===== config.mk =====
export PLATFORM = sky130hd
export DESIGN_NAME = regwin_ctrl
export DESIGN_NICKNAME = d
export VERILOG_FILES = /design/src/rtl/regwin_pkg.sv /design/src/rtl/regwin_req_arb.sv /design/src/rtl/regwin_step.sv /design/src/rtl/regwin_mask.sv /design/src/rtl/regwin_ctrl.sv
export SDC_FILE = /design/constraint.sdc
export NUM_CORES = 1
export LEC_CHECK = 0
export ABC_CLOCK_PERIOD_IN_PS = 4300
export BUFFER_PORTS_ARGS = -buffer_cell sky130_fd_sc_hd__buf_4
export CORE_MARGIN = 2
export CORE_UTILIZATION = 44
export CTS_CLUSTER_DIAMETER = 120
export DETAILED_ROUTE_END_ITERATION = 6
export PLACE_DENSITY = 0.85
export RECOVER_POWER = 25
export REMOVE_ABC_BUFFERS = 1
export SLEW_MARGIN = 30
export SYNTH_ARGS = -nofsm -noshare
export SYNTH_HDL_FRONTEND = slang
export SYNTH_HIERARCHICAL = 1
export SYNTH_SLANG_ARGS = --single-unit

===== constraint.sdc =====
create_clock -name clk -period 4.3 [get_ports clk]
set_input_delay 0.86 -clock clk [delete_from_list [all_inputs] [get_ports clk]]
set_output_delay 0.86 -clock clk [all_outputs]
set_load 0.03 [all_outputs]

===== src/rtl/regwin_pkg.sv =====
package regwin_pkg;

    // operation selected from the request pulses in one cycle
    typedef enum logic [1:0] {
        OP_IDLE   = 2'd0,
        OP_TRAP   = 2'd1,
        OP_SAVE   = 2'd2,
        OP_RETURN = 2'd3
    } win_op_e;

    // controller state; the flag states last one cycle each
    typedef enum logic [1:0] {
        ST_RUN = 2'd0,
        ST_OVF = 2'd1,
        ST_UNF = 2'd2
    } win_st_e;

endpackage


===== src/rtl/regwin_req_arb.sv =====
module regwin_req_arb
    import regwin_pkg::*;
(
    input  logic    save_req,
    input  logic    restore_req,
    input  logic    rett_req,
    input  logic    trap_req,
    output win_op_e op
);

    // fixed priority: trap entry, save, then either upward request
    always_comb begin
        if (trap_req) begin
            op = OP_TRAP;
        end else if (save_req) begin
            op = OP_SAVE;
        end else if (restore_req || rett_req) begin
            op = OP_RETURN;
        end else begin
            op = OP_IDLE;
        end
    end

endmodule


===== src/rtl/regwin_step.sv =====
module regwin_step #(
    parameter int NWIN = 8,
    parameter int CW   = 5
) (
    input  logic [CW-1:0] cur,
    output logic [CW-1:0] dec_idx,
    output logic [CW-1:0] inc_idx
);

    localparam int  IW   = (NWIN > 1) ? $clog2(NWIN) : 1;
    localparam bit  POW2 = ((NWIN & (NWIN - 1)) == 0);

    generate
        if (POW2) begin : g_pow2
            // power-of-two count: wrap falls out of the low index bits
            logic [IW-1:0] lo;
            logic [IW-1:0] lo_dn;
            logic [IW-1:0] lo_up;
            assign lo      = cur[IW-1:0];
            assign lo_dn   = lo - IW'(1);
            assign lo_up   = lo + IW'(1);
            assign dec_idx = CW'(lo_dn);
            assign inc_idx = CW'(lo_up);
        end else begin : g_cmp
            // any other count: explicit compare at both ends
            assign dec_idx = (cur == '0) ? CW'(NWIN - 1) : cur - CW'(1);
            assign inc_idx = (cur == CW'(NWIN - 1)) ? '0 : cur + CW'(1);
        end
    endgenerate

endmodule


===== src/rtl/regwin_mask.sv =====
module regwin_mask #(
    parameter int NWIN        = 8,
    parameter int CW          = 5,
    parameter int MW          = 32,
    parameter int RST_INVALID = 1
) (
    input  logic          clk,
    input  logic          rst_n,
    input  logic          we,
    input  logic [MW-1:0] wdata,
    input  logic [CW-1:0] dec_idx,
    input  logic [CW-1:0] inc_idx,
    output logic          dec_hit,
    output logic          inc_hit,
    output logic [MW-1:0] mask
);

    localparam logic [MW-1:0] RST_VAL = MW'(1) << RST_INVALID;

    logic [MW-1:0] clean;
    logic [MW-1:0] mask_q;

    // positions that name no window are dropped on write
    generate
        for (genvar b = 0; b < MW; b++) begin : g_bit
            if (b < NWIN) begin : g_keep
                assign clean[b] = wdata[b];
            end else begin : g_drop
                assign clean[b] = 1'b0;
            end
        end
    endgenerate

    always_ff @(posedge clk or negedge rst_n) begin
        if (!rst_n) begin
            mask_q <= RST_VAL;
        end else if (we) begin
            mask_q <= clean;
        end
    end

    // lookups use the value held before this edge
    assign dec_hit = mask_q[dec_idx];
    assign inc_hit = mask_q[inc_idx];
    assign mask    = mask_q;

endmodule


===== src/rtl/regwin_ctrl.sv =====
module regwin_ctrl
    import regwin_pkg::*;
#(
    parameter int NWIN        = 8,
    parameter int CW          = 5,
    parameter int MW          = 32,
    parameter int RST_INVALID = 1
) (
    input  logic          clk,
    input  logic          rst_n,
    input  logic          save_req,
    input  logic          restore_req,
    input  logic          rett_req,
    input  logic          trap_req,
    input  logic          wim_we,
    input  logic [MW-1:0] wim_wdata,
    output logic [CW-1:0] cwp,
    output logic [MW-1:0] wim,
    output logic          ovf_trap,
    output logic          unf_trap
);

    win_op_e       op;
    win_st_e       st_q;
    win_st_e       st_d;
    logic [CW-1:0] cwp_q;
    logic [CW-1:0] cwp_d;
    logic [CW-1:0] dec_idx;
    logic [CW-1:0] inc_idx;
    logic          dec_hit;
    logic          inc_hit;

    regwin_req_arb u_arb (
        .save_req    (save_req),
        .restore_req (restore_req),
        .rett_req    (rett_req),
        .trap_req    (trap_req),
        .op          (op)
    );

    regwin_step #(
        .NWIN (NWIN),
        .CW   (CW)
    ) u_step (
        .cur     (cwp_q),
        .dec_idx (dec_idx),
        .inc_idx (inc_idx)
    );

    regwin_mask #(
        .NWIN        (NWIN),
        .CW          (CW),
        .MW          (MW),
        .RST_INVALID (RST_INVALID)
    ) u_mask (
        .clk     (clk),
        .rst_n   (rst_n),
        .we      (wim_we),
        .wdata   (wim_wdata),
        .dec_idx (dec_idx),
        .inc_idx (inc_idx),
        .dec_hit (dec_hit),
        .inc_hit (inc_hit),
        .mask    (wim)
    );

    // next pointer and next state from the chosen operation
    always_comb begin
        cwp_d = cwp_q;
        st_d  = ST_RUN;
        unique case (op)
            OP_TRAP: begin
                cwp_d = dec_idx;
            end
            OP_SAVE: begin
                if (dec_hit) begin
                    st_d = ST_OVF;
                end else begin
                    cwp_d = dec_idx;
                end
            end
            OP_RETURN: begin
                if (inc_hit) begin
                    st_d = ST_UNF;
                end else begin
                    cwp_d = inc_idx;
                end
            end
            default: begin
            end
        endcase
    end

    // state and pointer registers
    always_ff @(posedge clk or negedge rst_n) begin
        if (!rst_n) begin
            st_q  <= ST_RUN;
            cwp_q <= '0;
        end else begin
            st_q  <= st_d;
            cwp_q <= cwp_d;
        end
    end

    // outputs decoded from state
    always_comb begin
        ovf_trap = 1'b0;
        unf_trap = 1'b0;
        unique case (st_q)
            ST_OVF:  ovf_trap = 1'b1;
            ST_UNF:  unf_trap = 1'b1;
            default: begin
            end
        endcase
    end

    assign cwp = cwp_q;

endmodule


==> impl_metrics.yaml <==
run_status:
  status: "completed"
die:
  io_pins: 78
  initial_core_util: 0.459
  rows: 18
  die_y_um: 54.4
  coreArea_mm2: 0.00243
  die_w_um: 54.4
  dieArea_mm2: 0.00296
place:
  pre_cts_ws_ns: 1.51
  dp_hpwl_um: 1530
  io_buffers: 29
  gp_congestion: 0.759
clock_network:
  htreeDepth: 1
  cts_tree: "yes"
  numCtsBuffers: 3
  cts_hold_buffers: 0
  clk_pin_slew_worst_paths_ns: 0.09
  cts_sinks: 15
  root_buffer: "clkbuf_4"
  cts-resized-gates: 0
  post_cts_buffers: 0
  clock_latency_ns: 0.28
  cts.path.max_buffers: 2
pwr:
  p_per_area_mw_per_mm2: 547
  power_uw: 695
  power_frac_seq: 0.289
  pwr-share-comb: 0.599
  peakVddDrop_mv: 0.376
  p_clk_frac: 0.112
  p_sw_uw: 301
  p_sw_frac: 0.433
  leakage_nw: 0.665
  power.internal_uw: 394
worst_setup_path:
  critPathSlowestCell: "dfrtp_1"
  path_class: "flop to flop"
  crit_path_start: "cwp[0]"
  timing.rr.end: "cwp[0]"
  cp-start-kind: "flop"
  worst-r2r-setup-slack_ns: 1.50
  cp_max_fo: 9
  path_cells: "inv_1 > ha_1 > inv_1 > mux2_2 > o31ai_1 > a311oi_1 > nand2b_1 > a21oi_4 > mux2_2"
  cp_data_arrival_time_ns: 2.97
  end_kind: "flop"
  worstPathRequired_ns: 4.47
  slowest_delay_ns: 0.43
  rr_startpoint: "cwp[0]"
  reg2reg_depth: 9
drt:
  drt-pass1-iter-count: 4
  avgViaCountPerCell: 4.62
  drc: 0
  drt_wl_total_um: 1860
  num_vias: 734
  antenna_left: 0
  first_iter_violations: 3
  wire_per_inst_um: 11.7
yosys:
  synthCells: 100
  synth_async_sr_flop_share: 1.00
  synth_most_common_cell: "buf_4"
  synthFlopType: "dfrtp_1"
  post-synth-top-area-cell: "dfrtp_1"
  ys_top_cells_by_count: "29 x buf_4, 14 x dfrtp_1, 11 x mux2_2"
  ys_ff_latch: 15
  synth_top_area_frac: 0.314
  ys_seq_area_frac: 0.337
  synth.area.top_cells: "dfrtp_1 31%, buf_4 20%, mux2_2 11%"
  syn_area_per_cell_um2: 11.2
  synth_area_mm2: 0.00112
  ys_warn_count: 6
  synth-edff-count: 0
  ys_types: 24
global_route:
  antenna_found_initial: 0
  grt_pass1_wl_um: 3020
  gr-usage-all-layers: 0.146
  grt_max_degree: 16
  grt_pass1_vias: 688
  overflow: 0
hold_path:
  min_to: "cwp[3]"
  hp-class: "flop to flop"
  hold_start: "cwp[3]"
  hold_depth: 1
flow_run:
  cap_violations: 0
sta:
  fin_crit_sh: 0.652
  min_period_ns: 2.80
  finalSetupTns_ns: 0
  slew_viol_final: 0
  relSlewSlack: 0.493
  final-setup-viol-count: 0
  worstMarginPinSlew_ns: 0.761
  layout_setup_ws_ns: 1.50
  max_clock_freq_mhz: 357
  rsz0062_at_grt: "no"
  hold_viol: 0
  finalClockSkew_ns: 0.00221
final_layout:
  antenna_cells: 0
  syn2layout_area_growth_pct: 13.8
  final.fill_count: 228
  finalNetCount: 171
  drive_above_1_share: 0.411
worst max-delay path, delay by kind of cell (launching register included):
kind,cells,cell delay (ns)
adders and majority gates,1,0.34
and+or+nand+nor,1,0.21
AOI/OAI and AO/OA,3,0.59
buffers and inverters,2,0.40
muxes,2,0.72
DFF,1,0.43
worst max path at each step:
stage               slack [ns]     end
floorplan                 1.55  cwp[0]
global placement          1.61  cwp[0]
detailed placement        1.51  cwp[0]
CTS                       1.51  cwp[0]
global route              1.34  cwp[0]
finish                    1.50  cwp[0]
stage by stage:
stage / hold WS, ns / area [um^2] / std cells / utilization
2_1_floorplan: 0.564 / 991 / 96 / -
3_3_place_gp: 0.506 / 1250 / 155 / 0.512
3_5_place_dp: 0.507 / 1250 / 155 / 0.512
4_1_cts: 0.412 / 1270 / 159 / 0.524
5_1_grt: 0.565 / 1270 / 159 / 0.522
6_report: 0.521 / 1270 / 159 / 0.522
power groups by stage:
stage               clock network, mW  registers (mW)  logic, mW
detailed placement                  0           0.204      0.417
global placement                    0           0.200      0.399
CTS                            0.0818           0.201      0.417
global route                   0.0914           0.206      0.447
finish                         0.0781           0.201      0.416
floorplan                           0           0.249      0.263
flip-flops by register name, indices dropped and copies added, names as in the netlist:
name	cells
u_mask/mask	8
st_q	2
cwp	5
kinds of logic (layout without fill, tap and decap cells):
kind of cell | count (synthesis) | count (layout) | synth area share
simple gates | 13 | 13 | 0.0639
compound gates | 6 | 6 | 0.0505
flops | 15 | 15 | 0.337
other cells | 2 | 28 | 0.00673
xor+xnor | 2 | 2 | 0.0157
mux | 24 | 24 | 0.284
buf+inv | 36 | 39 | 0.220
fa+ha+maj | 2 | 2 | 0.0224
placed cells by master (no fill, tap or decap):
master,instances
dfstp_2,1
buf_4,28
mux4_1,2
o21bai_1,1
nor2b_1,2
and3_2,1
o31ai_1,2
clkbuf_1,1
ha_1,2
clkinv_2,1
nor3_1,1
mux2_2,11
a21oi_4,1
mux2i_1,2
dfrtp_1,14
nand2b_1,1
mux2_1,4
nor2_1,6
nand2_2,1
conb_1,28
inv_1,6
clkbuf_4,3
and3_4,1
a311oi_1,2
xor2_1,2
mux2_4,5
routing by layer:
| metal | global-route usage | vias to the layer above | share of wire |
|---|---|---|---|
| met2 | 0.269 | 56 | 0.51 |
| met5 | 0 | - | 0 |
| met1 | 0.163 | 332 | 0.39 |
| met3 | 0.0355 | 2 | 0.097 |
| met4 | 0.0500 | 0 | 0.0027 |
| li1 | - | 344 | - |
cell type report:
| type | count | area [um^2] | share of cell area |
|---|---|---|---|
| Clock buffer | 3 | 22.5 | 0.0177 |
| Clock inverter | 1 | 5.00 | 0.00394 |
| Tap cell | 30 | 37.5 | 0.0296 |
| Inverter | 6 | 22.5 | 0.0177 |
| Sequential cell | 15 | 377 | 0.297 |
| Timing Repair Buffer | 29 | 214 | 0.168 |
| Multi-Input combinational cell | 75 | 592 | 0.466 |
(Power assumes the default switching activity.)
